File: src/rtl/palette_tmux_pkg.sv
package palette_tmux_pkg;

  // Pixel mode held while a slow cycle runs
  typedef enum logic [1:0] {
    PM_LORES = 2'd0,
    PM_HIRES = 2'd1,
    PM_DBL   = 2'd2
  } pmode_e;

  // Fast clocks per slow lookup cycle
  localparam int unsigned PH_N = 4;
  localparam int unsigned PH_W = $clog2(PH_N);

  // Code 3 is folded onto low-resolution
  function automatic pmode_e fold_mode(input logic [1:0] code);
    pmode_e m;
    case (code)
      2'd1:    m = PM_HIRES;
      2'd2:    m = PM_DBL;
      default: m = PM_LORES;
    endcase
    return m;
  endfunction

endpackage

File: src/rtl/palette_regs.sv
module palette_regs
  import palette_tmux_pkg::*;
#(
  parameter int unsigned IDX_W = 5,
  parameter int unsigned COL_W = 12
) (
  input  logic             clk,
  input  logic             rst_n,
  input  logic             commit,
  input  logic             wr_en,
  input  logic [IDX_W-1:0] wr_addr,
  input  logic [COL_W-1:0] wr_data,
  input  logic [IDX_W-1:0] rd_addr_a,
  input  logic [IDX_W-1:0] rd_addr_b,
  output logic [COL_W-1:0] rd_data_a,
  output logic [COL_W-1:0] rd_data_b
);

  localparam int unsigned ENTRIES = 1 << IDX_W;

  logic [COL_W-1:0] mem [ENTRIES];
  logic             pend_v, pend_v_n;
  logic [IDX_W-1:0] pend_a, pend_a_n;
  logic [COL_W-1:0] pend_d, pend_d_n;
  logic [ENTRIES-1:0] hit;

  // One-deep holding slot: the last write before a boundary wins
  always_comb begin
    pend_v_n = pend_v;
    pend_a_n = pend_a;
    pend_d_n = pend_d;
    if (commit) pend_v_n = 1'b0;
    if (wr_en) begin
      pend_v_n = 1'b1;
      pend_a_n = wr_addr;
      pend_d_n = wr_data;
    end
  end

  always_comb begin
    for (int i = 0; i < int'(ENTRIES); i++) begin
      hit[i] = commit && pend_v && (pend_a == IDX_W'(i));
    end
  end

  always_ff @(posedge clk or negedge rst_n) begin
    if (!rst_n) begin
      pend_v <= 1'b0;
      pend_a <= '0;
      pend_d <= '0;
    end else begin
      pend_v <= pend_v_n;
      pend_a <= pend_a_n;
      pend_d <= pend_d_n;
    end
  end

  // Entries change only on a boundary edge
  always_ff @(posedge clk or negedge rst_n) begin
    if (!rst_n) begin
      for (int i = 0; i < int'(ENTRIES); i++) mem[i] <= '0;
    end else begin
      for (int i = 0; i < int'(ENTRIES); i++) begin
        if (hit[i]) mem[i] <= pend_d;
      end
    end
  end

  assign rd_data_a = mem[rd_addr_a];
  assign rd_data_b = mem[rd_addr_b];

endmodule

File: src/rtl/palette_seq.sv
module palette_seq
  import palette_tmux_pkg::*;
(
  input  logic            clk,
  input  logic            rst_n,
  input  logic [1:0]      mode_req,
  output logic [PH_W-1:0] ph,
  output logic            boundary,
  output pmode_e          mode_sel,
  output pmode_e          mode_act,
  output logic            blank
);

  logic [PH_W-1:0] ph_n;
  pmode_e          mode_act_n;
  logic            blank_n;

  assign boundary = (ph == '0);
  assign mode_sel = fold_mode(mode_req);

  always_comb begin
    ph_n       = (ph == PH_W'(PH_N - 1)) ? '0 : ph + PH_W'(1);
    mode_act_n = mode_act;
    blank_n    = blank;
    if (boundary) begin
      mode_act_n = mode_sel;
      blank_n    = (mode_sel != mode_act);
    end
  end

  always_ff @(posedge clk or negedge rst_n) begin
    if (!rst_n) begin
      ph       <= '0;
      mode_act <= PM_LORES;
      blank    <= 1'b1;
    end else begin
      ph       <= ph_n;
      mode_act <= mode_act_n;
      blank    <= blank_n;
    end
  end

endmodule

File: src/rtl/palette_fmt.sv
module palette_fmt
  import palette_tmux_pkg::*;
#(
  parameter int unsigned COL_W = 12
) (
  input  logic             clk,
  input  logic             rst_n,
  input  logic [PH_W-1:0]  ph,
  input  logic             boundary,
  input  pmode_e           mode_act,
  input  logic             blank,
  input  logic [COL_W-1:0] rd_a,
  input  logic [COL_W-1:0] rd_b,
  output logic [COL_W-1:0] pix_rgb,
  output logic             pix_valid
);

  localparam int unsigned HALF = COL_W / 2;
  localparam int unsigned CH_W = COL_W / 3;
  localparam int unsigned SUB  = HALF / 3;

  logic [COL_W-1:0] lut_a, lut_a_n;
  logic [COL_W-1:0] lut_b, lut_b_n;
  logic [COL_W-1:0] exp_hi, exp_lo;
  logic [COL_W-1:0] rgb_n;
  logic             val_n;
  logic [HALF-1:0]  half_hi, half_lo;

  assign half_hi = lut_a[COL_W-1:HALF];
  assign half_lo = lut_a[HALF-1:0];

  // Widen each channel of a half-entry by repeating its bits
  for (genvar c = 0; c < 3; c++) begin : g_chan
    assign exp_hi[c*CH_W +: CH_W] = {2{half_hi[c*SUB +: SUB]}};
    assign exp_lo[c*CH_W +: CH_W] = {2{half_lo[c*SUB +: SUB]}};
  end

  always_comb begin
    lut_a_n = lut_a;
    lut_b_n = lut_b;
    if (boundary) begin
      lut_a_n = rd_a;
      lut_b_n = rd_b;
    end
  end

  // Slot schedule within a slow cycle, indexed by phase before the edge
  always_comb begin
    rgb_n = pix_rgb;
    val_n = 1'b0;
    if (!boundary) begin
      if (blank) begin
        rgb_n = '0;
      end else begin
        case (mode_act)
          PM_HIRES: begin
            if (ph == PH_W'(1)) begin
              rgb_n = lut_a;
              val_n = 1'b1;
            end else if (ph == PH_W'(3)) begin
              rgb_n = lut_b;
              val_n = 1'b1;
            end
          end
          PM_DBL: begin
            if (ph == PH_W'(1)) begin
              rgb_n = exp_hi;
              val_n = 1'b1;
            end else if (ph == PH_W'(2)) begin
              rgb_n = exp_lo;
              val_n = 1'b1;
            end
          end
          default: begin
            if (ph == PH_W'(1)) begin
              rgb_n = lut_a;
              val_n = 1'b1;
            end
          end
        endcase
      end
    end
  end

  always_ff @(posedge clk or negedge rst_n) begin
    if (!rst_n) begin
      lut_a     <= '0;
      lut_b     <= '0;
      pix_rgb   <= '0;
      pix_valid <= 1'b0;
    end else begin
      lut_a     <= lut_a_n;
      lut_b     <= lut_b_n;
      pix_rgb   <= rgb_n;
      pix_valid <= val_n;
    end
  end

endmodule

File: src/rtl/palette_tmux.sv
module palette_tmux
  import palette_tmux_pkg::*;
#(
  parameter int unsigned IDX_W = 5,
  parameter int unsigned COL_W = 12
) (
  input  logic             clk,
  input  logic             rst_n,
  input  logic             cpu_we,
  input  logic [IDX_W-1:0] cpu_addr,
  input  logic [COL_W-1:0] cpu_wdata,
  input  logic [1:0]       mode_req,
  input  logic [IDX_W-1:0] sel_a,
  input  logic [IDX_W-2:0] sel_b,
  output logic [COL_W-1:0] pix_rgb,
  output logic             pix_valid
);

  logic [PH_W-1:0]  ph;
  logic             boundary;
  pmode_e           mode_sel;
  pmode_e           mode_act;
  logic             blank;
  logic [IDX_W-1:0] addr_a, addr_b;
  logic [COL_W-1:0] rd_a, rd_b;

  // High-res splits the file into two banks on the index side
  assign addr_a = (mode_sel == PM_HIRES) ? {1'b0, sel_a[IDX_W-2:0]} : sel_a;
  assign addr_b = {1'b1, sel_b};

  palette_seq u_seq (
    .clk      (clk),
    .rst_n    (rst_n),
    .mode_req (mode_req),
    .ph       (ph),
    .boundary (boundary),
    .mode_sel (mode_sel),
    .mode_act (mode_act),
    .blank    (blank)
  );

  palette_regs #(.IDX_W(IDX_W), .COL_W(COL_W)) u_regs (
    .clk       (clk),
    .rst_n     (rst_n),
    .commit    (boundary),
    .wr_en     (cpu_we),
    .wr_addr   (cpu_addr),
    .wr_data   (cpu_wdata),
    .rd_addr_a (addr_a),
    .rd_addr_b (addr_b),
    .rd_data_a (rd_a),
    .rd_data_b (rd_b)
  );

  palette_fmt #(.COL_W(COL_W)) u_fmt (
    .clk       (clk),
    .rst_n     (rst_n),
    .ph        (ph),
    .boundary  (boundary),
    .mode_act  (mode_act),
    .blank     (blank),
    .rd_a      (rd_a),
    .rd_b      (rd_b),
    .pix_rgb   (pix_rgb),
    .pix_valid (pix_valid)
  );

endmodule

File: config.mk
export PLATFORM = sky130hd
export DESIGN_NAME = palette_tmux
export DESIGN_NICKNAME = d
export VERILOG_FILES = /design/src/rtl/palette_tmux_pkg.sv /design/src/rtl/palette_regs.sv /design/src/rtl/palette_seq.sv /design/src/rtl/palette_fmt.sv /design/src/rtl/palette_tmux.sv
export SDC_FILE = /design/constraint.sdc
export NUM_CORES = 1
export LEC_CHECK = 0
export CAP_MARGIN = 40
export CORE_MARGIN = 5
export CORE_UTILIZATION = 63
export CTS_CLUSTER_SIZE = 14
export DETAILED_ROUTE_END_ITERATION = 8
export PLACE_DENSITY = 0.86
export SYNTH_ARGS = -nofsm -noshare
export SYNTH_HDL_FRONTEND = slang
export SYNTH_SLANG_ARGS = --single-unit
File: constraint.sdc
create_clock -name clk -period 2.8 [get_ports clk]
set_input_delay 0.56 -clock clk [delete_from_list [all_inputs] [get_ports clk]]
set_output_delay 0.56 -clock clk [all_outputs]
set_load 0.005 [all_outputs]
=== Yosys cells after proc, flatten, opt, wreduce, memory -nomap -nowiden ===
Index checks and enable logic that the tools add are counted.

* Register bits: 444
* Input port bits: 31
* Output and inout port bits: 13
* Word-level logic and storage cells: 154

* Add/subtract/negate cells: 1
* $lt $le $gt $ge: 2
* Equal/unequal tests: 42
* Mux-type cells: 26
* Bitwise operators: 3
* Reductions and logical operators: 38

{| class="wikitable"
|+ Operator list
! operator !! number
|-
| $bmux W12 S5 || 2
|-
| $mux W12 || 10
|-
| $eq A5 B5 Y1 const B || 16
|-
| $eq A5 B4 Y1 const B || 8
|-
| $logic_and A1 B1 Y1 || 33
|-
| $pmux W12 S2 || 1
|-
| $eq A5 B3 Y1 const B || 4
|-
| $ge A6 B6 Y1 const B || 2
|-
| $not A5 Y6 || 2
|-
| $eq A5 B2 Y1 const B || 2
|-
| $mux W1 || 9
|-
| $eq A2 B1 Y1 const B || 4
|-
| $eq A2 B2 Y1 const B || 4
|-
| $ne A4 B2 Y1 const B || 2
|-
| $eq A5 B1 Y1 const B || 1
|-
| $logic_not A5 Y1 || 1
|-
| $mux W5 || 1
|-
| $pmux W2 S2 || 1
|-
| $reduce_and A4 Y1 || 1
|-
| $reduce_bool A4 Y1 || 1
|-
| $add A2 B1 Y2 const B || 1
|-
| $logic_not A2 Y1 || 1
|-
| $mux W2 || 1
|-
| $ne A2 B2 Y1 || 1
|-
| 3 further kinds || 3
|}

=== Longest topological paths before layout ===
* Word-level depth: 8
* Mapped depth: 9
* Depth with buffers taken out: 7

=== By module ===
A second synthesis with hierarchy kept.

* Cells, all modules: 1962
* Area total of the unflattened synthesis: 24202.0 um^2

{| class="wikitable"
|+ By module, submodules not included
! module !! times used !! cells an instance !! area an instance (um^2) !! sequential area each (um^2)
|-
| palette_regs || 1 || 1787 || 22013.6 || 10059.6
|-
| palette_fmt || 1 || 151 || 1923.1 || 925.9
|-
| palette_seq || 1 || 21 || 250.2 || 126.4
|-
| palette_tmux || 1 || 3 || 15.0 || 0.0
|}

=== Worst setup path after synthesis ===
OpenSTA, ideal clock, no wires.

* Path type: input-to-reg
* Start: input sel_b[1]
* End: register u_fmt.lut_b[10]
* Library setup time: 125 ps
* Data arrival time: 2143 ps
* Data required time: 2675 ps
* Setup slack: 533 ps
* Stages on the path: 5
* Buffers on the path: 2
* Cells stage by stage: buf_2 > buf_1 > mux4_2 > mux4_2 > mux2_2

* Word-level cells in the longest chain between the ends: 4

{| class="wikitable"
|+ Ends and longest elaborated chain
! what !! line !! text
|-
| start: declaration || palette_tmux.sv:14 || <nowiki>input logic [IDX_W-2:0] sel_b,</nowiki>
|-
| $not A5 Y6 (implied by the code) || palette_regs.sv:70 || <nowiki>assign rd_data_b = mem[rd_addr_b];</nowiki>
|-
| $bmux W12 S5 || palette_regs.sv:70 ||
|-
| $mux W12 (implied by the code) (2 in series) || palette_regs.sv:70 ||
|-
| end signal: assignment || palette_fmt.sv:93 || <nowiki>lut_b <= lut_b_n;</nowiki>
|-
| end: declaration || palette_fmt.sv:23 || <nowiki>logic [COL_W-1:0] lut_b, lut_b_n;</nowiki>
|}

Every way passes these cells. The select of a mux whose other input is x is not followed.
A chain may end at the register's enable or synchronous reset.

=== Worst setup path after layout ===
* Start: register u_seq.ph[0]
* End: register u_regs.mem[307] (netlist name)

* Word-level cells in the longest chain between the ends: 3

{| class="wikitable"
|+ Ends and longest elaborated chain
! what !! line !! text
|-
| start: declaration || palette_seq.sv:7 || <nowiki>output logic [PH_W-1:0] ph,</nowiki>
|-
| start signal: assignment || palette_seq.sv:37 || <nowiki>ph <= ph_n;</nowiki>
|-
| $logic_not A2 Y1 || palette_seq.sv:18 || <nowiki>assign boundary = (ph == '0);</nowiki>
|-
| $logic_and A1 B1 Y1 (2 in series) || palette_regs.sv:42 || <nowiki>hit[i] = commit && pend_v && (pend_a == IDX_W'(i));</nowiki>
|-
| end signal: indexed assignment || palette_regs.sv:64 || <nowiki>if (hit[i]) mem[i] <= pend_d;</nowiki>
|-
| end: declaration || palette_regs.sv:21 || <nowiki>logic [COL_W-1:0] mem [ENTRIES];</nowiki>
|}

Every way passes these cells.

==> metrics.txt <==
Distinct cells, synth=36; GPL Wtd Cong=0.9434; initial antenna violation count=0; Slew Viols, Final=0; # hold bufs at CTS=0; Resized Gates After CTS=0; post-synthesis cell count=1598; Post-CTS Setup Bufs=0; IO Count=44; Worst Clk Skew=0.01770 ns; DR WL met2=28.09 mm; Top FF cell, synth=dfrtp_1; Tcrit/Tclk final=93.24%; setup TNS=0 ns; pwr dens=724.4 nW/µm²; layout cells sized above 1=39.87%; Worst EP required=3.24 ns; CTS Buf Count=46; WS Path Type=register to register; RSZ-0062 raised after global routing=false; CP Launch Type=register; Final Critical Period=2.611 ns; die width=196.2 µm; final WL=57.89 mm; number of synthesized register bits=444; Iter 0 DRT Violations=1261; post-DR vias/cell=6.727; CP Launch Point=u_seq.ph[0]; Worst R2R Path Depth=8; Max Cap Viol=0; headroom to the max-slew limit=44.94%; Post-Syn Area=21850 µm²; total grt overflow=0; YS warnings=0; Avg Cell Area, Syn=13.68 µm²; Root Driver=clkbuf_16; Leak=0.01170 µW; drt pass-1 iters=5; Rows=68; Initial Util=63.58%; ANT nets after route=0; largest net degree at the start of global routing=84; r2r endpoint=u_regs.mem[307]; clock latency on the worst-skew pair=0.56 ns; core region area=34370 µm²; Clock transition at path regs=0.06 ns; detailed-route via count=14420; Area after DPL=23300 µm²; max layer used=met4; Max Clock Freq=383.0 MHz; Fin Hold WS=0.02646 ns; Critical Path Sink=u_regs.mem[307]; final hold violation count=0; Peak VDD IR=0.0004977 V; flop2flop setup slack=0.19 ns; syn nets=1637; vias in the first global route=15100; Finished Cell Area=24900 µm²; met1 WL=22.82 mm; PortBufs=43; Least-Margin Pin Slew=0.8259 ns; Final #Nets=1691; CP Max Fanout=9; WL per Instance=27.01 µm; number of synthesized flops with an enable pin=0; GRT Overall Usage=30.37%; Worst Setup End Kind=register; met3 routed WL=4.670 mm; post-synthesis sequential area ratio=50.85%; HP Class=input port to async pin; worst r2r src=u_seq.ph[0]; H-tree depth=2; # clock sinks=444; hpwl dp=39.13 mm; die height=196.2 µm; most frequent cells in the layout=dfrtp_1, mux2_2, mux2i_1; Clock Path Buffers=3; CTS tree=yes; final total power=18040 µW; P&R area growth vs syn=13.95%; global-route wire length before repair=91.44 mm; Async S/R FF share, synth=100.0%; Die Area=38510 µm²; commonest non-fill, non-tap cell in the layout=dfrtp_1; outcome=finished, final reports clean; DRC viols=0; Worst EP arrival=3.05 ns; n_diodes=0; final setup vio count=0
## cell usage after synthesis, types with 3 or more instances
cell	count	share of area [%]
dfrtp_1	443	51
mux2_2	419	22
mux2i_1	193	8.8
clkbuf_1	72	1.2
mux4_2	60	6.2
nand2_1	58	1.0
a22oi_1	48	1.6
a21oi_1	39	0.89
o21ai_0	38	0.87
buf_2	28	0.64
nor2_1	26	0.45
a221oi_1	24	0.96
a22o_1	24	0.96
buf_1	22	0.38
buf_4	13	0.45
o22ai_1	12	0.34
o41ai_1	12	0.48
nor2b_1	10	0.29
nand3_1	9	0.21
ha_1	8	0.46
buf_6	7	0.36
inv_1	6	0.10
nor3_1	6	0.14
nand2b_1	5	0.14
nor4_1	3	0.086
## cell type report
type,count,area (µm²)
clock buffer,69,1389
timing repair buffer,150,1539
multi-input combinational,1003,10060
clock inverter,15,210.2
sequential,444,11110
tap,455,569.3
inverter,7,26.28
fill,2220,9472
## state kept, by name, indices dropped and copies added (netlist names)
name and flops:
u_seq.blank 1, u_fmt.lut_a 12, u_regs.pend_a 5, u_regs.pend_d 12
u_regs.pend_v 1, u_fmt.pix_rgb 12, u_seq.ph 2, u_seq.mode_act 2
u_fmt.pix_valid 1, u_fmt.lut_b 12, u_regs.mem 384
## metrics by stage
step	worst slack, ns	std cells	util (%)
6_report	0.1892	2143	72.44
5_1_grt	0.06080	2143	72.44
4_1_cts	0.2620	2143	72.44
3_5_place_dp	0.03839	2059	67.79
3_3_place_gp	0.09272	2052	67.30
2_1_floorplan	0.5325	1598	-
## critical path, stage by stage, from the launching register on
cell and delay, ns:
dfrtp_1 0.43, inv_1 0.11, ha_1 0.34, nand2_1 0.14, nor2_1 0.30, nand2_1 0.20
nor2_1 0.31, buf_4 0.28, mux2_2 0.37
## per-layer routing
| layer | track usage, % | vias to the layer above |
|---|---|---|
| met5 | 0 | - |
| met4 | 11.02 | 0 |
| met3 | 6.062 | 173 |
| met2 | 49.74 | 738 |
| met1 | 40.82 | 7432 |
| li1 | - | 6072 |
## kinds of logic (layout without fill, tap and decap cells)
family,after synthesis,after routing,share of synthesized area [%]
adder cells (fa/ha/maj),8,8,0.4581
AND/OR/NAND/NOR,122,122,2.456
AO/OA/AOI/OAI,201,201,6.304
flip-flops,444,444,50.85
buffers and inverters,151,241,3.321
multiplexers,672,672,36.61
## how the worst min path moves through the flow
stage / start / endpoint / slack, ns
after global placement: u_fmt.pix_rgb[4] / u_fmt.pix_rgb[4] / 0.46
after detailed placement: u_fmt.pix_rgb[9] / u_fmt.pix_rgb[9] / 0.47
final: rst_n / u_seq.ph[1] / 0.03
after global routing: rst_n / u_seq.ph[0] / 0.08
after floorplan: rst_n / u_fmt.lut_a[0] / 0.26
after CTS: rst_n / u_seq.ph[1] / 0.06
## where the power goes
group	total (µW)	internal (µW)	switching [µW]
clock network	6410	3890	2520
logic	3200	1720	1480
registers	8430	7560	871
No activity file was read; power rests on OpenSTA's default activity.
